File: src/rtl/port_partition_ctl.sv
module port_partition_ctl #(
  parameter int RETRY_LIMIT   = 64,
  parameter int LONG_COL_BITS = 512,
  parameter int CLEAN_BITS    = 512
) (
  input  logic clk,
  input  logic rst_n,
  input  logic part_strap_n,
  input  logic col,
  input  logic tx_start,
  input  logic tx_retry,
  input  logic tx_end,
  input  logic bit_tick,
  output logic partitioned,
  output logic backoff_off,
  output logic col_ignore,
  output logic led_part
);
  localparam int RW = $clog2(RETRY_LIMIT + 1);
  localparam int DW = $clog2(LONG_COL_BITS + 2);
  localparam int PW = $clog2(CLEAN_BITS + 1);

  logic          part_en;
  logic          part_q;
  logic          tx_act;
  logic          att_col;
  logic          early_col;
  logic [RW-1:0] retry_cnt;
  logic [DW-1:0] dur_cnt;
  logic [PW-1:0] pos_cnt;

  wire early_now   = tx_act && col && (pos_cnt < PW'(CLEAN_BITS));
  wire att_col_now = att_col || (tx_act && col);
  wire end_evt     = tx_end && tx_act;
  wire retry_hit   = end_evt && att_col_now && (retry_cnt == RW'(RETRY_LIMIT - 1));
  wire long_hit    = col && bit_tick && (dur_cnt == DW'(LONG_COL_BITS));
  wire clean_end   = end_evt && !(early_col || early_now);
  wire enter       = part_en && !part_q && (retry_hit || long_hit);
  wire leave       = part_q && clean_end;

  always_ff @(posedge clk)
    if (!rst_n) part_en <= ~part_strap_n;

  always_ff @(posedge clk or negedge rst_n) begin
    if (!rst_n) begin
      part_q    <= 1'b0;
      tx_act    <= 1'b0;
      att_col   <= 1'b0;
      early_col <= 1'b0;
      retry_cnt <= '0;
      dur_cnt   <= '0;
      pos_cnt   <= '0;
    end else begin
      if (enter)      part_q <= 1'b1;
      else if (leave) part_q <= 1'b0;

      if (tx_start)    tx_act <= 1'b1;
      else if (tx_end) tx_act <= 1'b0;

      if (tx_start) begin
        pos_cnt   <= '0;
        att_col   <= 1'b0;
        early_col <= 1'b0;
      end else begin
        if (tx_act && bit_tick && pos_cnt != PW'(CLEAN_BITS)) pos_cnt <= pos_cnt + 1'b1;
        if (tx_act && col) att_col <= 1'b1;
        if (early_now) early_col <= 1'b1;
      end

      if (tx_start && !tx_retry) retry_cnt <= '0;
      else if (end_evt) begin
        if (!att_col_now) retry_cnt <= '0;
        else if (retry_cnt != RW'(RETRY_LIMIT)) retry_cnt <= retry_cnt + 1'b1;
      end

      if (!col) dur_cnt <= '0;
      else if (bit_tick && dur_cnt != DW'(LONG_COL_BITS + 1)) dur_cnt <= dur_cnt + 1'b1;
    end
  end

  assign partitioned = part_q;
  assign backoff_off = part_q;
  assign col_ignore  = part_q;
  assign led_part    = part_q;
endmodule

File: config.mk
export PLATFORM = sky130hd
export DESIGN_NAME = port_partition_ctl
export DESIGN_NICKNAME = d
export VERILOG_FILES = /design/src/rtl/port_partition_ctl.sv
export SDC_FILE = /design/constraint.sdc
export NUM_CORES = 1
export LEC_CHECK = 0
export ABC_AREA = 1
export ABC_CLOCK_PERIOD_IN_PS = 2800
export CAP_MARGIN = 20
export CORE_UTILIZATION = 40
export CTS_CLUSTER_DIAMETER = 150
export DETAILED_ROUTE_END_ITERATION = 10
export DONT_BUFFER_PORTS = 1
export GPL_ROUTABILITY_DRIVEN = 0
export PLACE_DENSITY = 0.5
export SLEW_MARGIN = 20
export SYNTH_ARGS = -nofsm -noshare
export SYNTH_HDL_FRONTEND = slang
export SYNTH_SLANG_ARGS = --single-unit
File: constraint.sdc
create_clock -name clk -period 2.8 [get_ports clk]
set_input_delay 0.14 -clock clk [delete_from_list [all_inputs] [get_ports clk]]
set_output_delay 0.14 -clock clk [all_outputs]
set_load 0.005 [all_outputs]
==> impl_metrics.py <==
metrics = {
    "synthesis": {
        "synthArstFlopShare_pct": 96.9,
        "synth_top_area_share_pct": 37.0,
        "synthCells": 299,
        "synth_top_family_by_area": "simple AND/OR/NAND/NOR gates",
        "synthXorXnorAreaFrac_pct": 2.51,
        "synth_flop_cell": "dfrtp_1",
        "synth_area_leaders": "dfrtp_1 (37%), nand2_1 (17%), inv_1 (8.4%), nand3_1 (6.4%), nand4_1 (5.1%)",
        "yosysSeqAreaShare_pct": 38.4,
        "synthAdderAreaFrac_pct": 4.18,
        "syn_nets": 314,
        "ys.warnings.count": 0,
        "synth-edff-count": 1,
        "syn_area_um2": 2100,
        "syn_area_per_cell_um2": 7.01,
        "synth_compound_area_share_pct": 5.79,
        "synth_area_leader_cell": "dfrtp_1",
        "synth_cell_types": 29,
        "synthMuxAreaShare_pct": 0,
        "synth-simple-area-share_pct": 38.2,
        "ys_ff_latch": 32,
    },
    "final_layout": {
        "final_cell_mix": "nand2_1 (95), inv_1 (47), dfrtp_1 (31)",
        "diodes": 0,
        "drive_above_1_share_pct": 7.79,
        "final_common_cell": "nand2_1",
        "final_cell_area_um2": 2310,
        "fin_nets": 322,
        "area_delta_synth_final_pct": 10.3,
    },
    "worst_hold_path": {
        "hold_class": "input pin to flop",
        "hold_start": "tx_start",
        "hold_depth": 3,
        "holdPathEnd": "pos_cnt[6]",
    },
    "critical_path": {
        "critPathLaunchType": "flop",
        "endpoint_kind": "flop",
        "crit_path_max_fanout": 12,
        "worstPathRequired_ns": 2.97,
        "r2r_cells": 9,
        "r2r_start": "pos_cnt[0]",
        "worstPathArrival_ns": 1.75,
        "rr_endpoint": "pos_cnt[5]",
        "reg2reg_slack_ns": 1.22,
        "critical_path_class": "flop to flop",
    },
    "detailed_routing": {
        "initialDrtViolationCount": 113,
        "drc": 0,
        "drt_first_pass_iters": 4,
        "vias": 1790,
        "antenna_left": 0,
        "wl_per_cell_um": 12.3,
        "wirelength_um": 4600,
        "viasPerCell": 4.77,
    },
    "global_routing": {
        "grt_antenna_before_repair": 0,
        "grt_pass1_wl_um": 8070,
        "track_usage_pct": 19.6,
        "grt_pass1_vias": 1671,
        "grt_max_degree": 32,
        "gr-total-overflow": 0,
    },
    "sta": {
        "worst_pin_slew_ns": 0.410,
        "max_freq_mhz": 633,
        "grt_setup_unrepaired": "no",
        "maxSlewHeadroom_pct": 72.6,
        "setup_viol": 0,
        "fin_worst_skew_ns": 0.00546,
        "period_minus_slack_ns": 1.58,
        "tns_ns": 0,
        "post-route-period-util_pct": 56.4,
        "final-hold-violation-count": 0,
        "slew_violations": 0,
    },
    "pwr": {
        "finalPower_uw": 999,
        "power_density_nw_per_um2": 432,
        "ir_worst_vdd_mv": 0.168,
        "p_leak_nw": 1.21,
    },
    "floorplanning": {
        "initial_core_util_pct": 43.0,
        "dieArea_um2": 5540,
        "core.rowCount": 25,
        "die_h_um": 74.4,
        "io_pins": 12,
        "core_um2": 4880,
        "die_w_um": 74.4,
    },
    "cts": {
        "post-cts-setup-buffers": 0,
        "cts-root-buf": "clkbuf_8",
        "cts_buffer_depth": 2,
        "cts_tree": "yes",
        "clk_pin_slew_ns": 0.07,
        "clock_sinks": 32,
        "h-tree-depth": 2,
        "numCtsBuffers": 5,
        "clk_latency_ns": 0.28,
        "cts-resized-gates": 0,
    },
    "job": {
        "max_cap_viol_count": 0,
    },
    "placement": {
        "dp_hpwl_um": 3160,
        "io_buffers": 0,
        "place_area_um2": 2130,
    },
    "status": {
        "status": "completed",
    },
}
## metrics by stage
step	instances	setup slack [ns]	hold WS [ns]	util, %
after floorplan	299	1.39	-0.156	-
after global placement	359	1.22	-0.155	43.7
after detailed placement	359	1.22	-0.155	43.7
after CTS	374	1.20	0.00189	47.2
after global routing	375	1.08	0.00305	47.4
final	375	1.22	0.0102	47.4
## synthesized netlist by cell type (2+ instances only)
| master | number |
|---|---|
| nor2_2 | 3 |
| o21ai_1 | 4 |
| a21oi_1 | 2 |
| nand2_2 | 4 |
| nor3_1 | 3 |
| nand3_1 | 27 |
| o21ai_2 | 3 |
| o21ai_0 | 7 |
| buf_4 | 3 |
| ha_1 | 7 |
| buf_2 | 2 |
| dfrtp_1 | 31 |
| nand4_1 | 17 |
| xor2_1 | 5 |
| inv_1 | 47 |
| nor2_1 | 27 |
| nand2_1 | 95 |
## layout make-up
| cell class | count | area (um2) |
|---|---|---|
| well taps | 67 | 83.8 |
| flip-flops and latches | 32 | 806 |
| repair buffers | 8 | 90.1 |
| clock buffers | 8 | 90.1 |
| inverters | 48 | 180 |
| multi-input cells | 212 | 1060 |
| fillers | 509 | 2570 |
## worst max-delay path, stage by stage (launching register included)
cell,delay (ns)
dfrtp_1,0.40
inv_1,0.13
ha_1,0.17
nand2_1,0.05
inv_1,0.04
nand2_1,0.07
o21bai_4,0.26
nand2_4,0.18
nand2_1,0.11
nand2_1,0.05
## kinds of logic (layout without fill, tap and decap cells)
family	count (synthesis)	after routing
flops	32	32
simple gates	181	181
xor+xnor	6	6
compound gates	18	18
fa+ha+maj	7	7
buf+inv	55	64
## where the power goes
| group | internal, mW | total, mW | switching (mW) |
|---|---|---|---|
| registers | 0.484 | 0.506 | 0.0226 |
| logic | 0.0466 | 0.121 | 0.0748 |
| clock network | 0.201 | 0.371 | 0.171 |
| total | 0.731 | 0.999 | 0.268 |
## state kept, by name, summed over array words and instances, names as in the netlist
| register | cells |
|---|---|
| part_en | 1 |
| pos_cnt | 10 |
| tx_act | 1 |
| att_col | 1 |
| dur_cnt | 10 |
| retry_cnt | 7 |
| early_col | 1 |
| backoff_off | 1 |
## how the worst max path moves through the flow
| stage | startpoint | to | slack, ns | depth (start not counted) |
|---|---|---|---|---|
| after floorplan | pos_cnt[0] | pos_cnt[4] | 1.39 | 10 |
| after global placement | pos_cnt[0] | pos_cnt[0] | 1.22 | 9 |
| after detailed placement | pos_cnt[0] | pos_cnt[6] | 1.22 | 9 |
| after CTS | pos_cnt[0] | pos_cnt[5] | 1.20 | 9 |
| after global routing | pos_cnt[0] | pos_cnt[6] | 1.08 | 9 |
| final | pos_cnt[0] | pos_cnt[5] | 1.22 | 9 |
## what timing repair did
item,CTS,global route
hold buffers,7,1
endpoints found under the setup margin,0,0
endpoints found under the hold margin,40,1
## routing by layer
| metal | vias to the layer above | global-route usage (%) | part of all wire [%] |
|---|---|---|---|
| li1 | 952 | - | - |
| met4 | 0 | 5.66 | 0.48 |
| met1 | 818 | 27.5 | 53 |
| met3 | 2 | 4.88 | 3.1 |
| met5 | - | 0 | 0 |
| met2 | 18 | 29.7 | 44 |
Note: power is estimated with default switching activity, not from simulation.
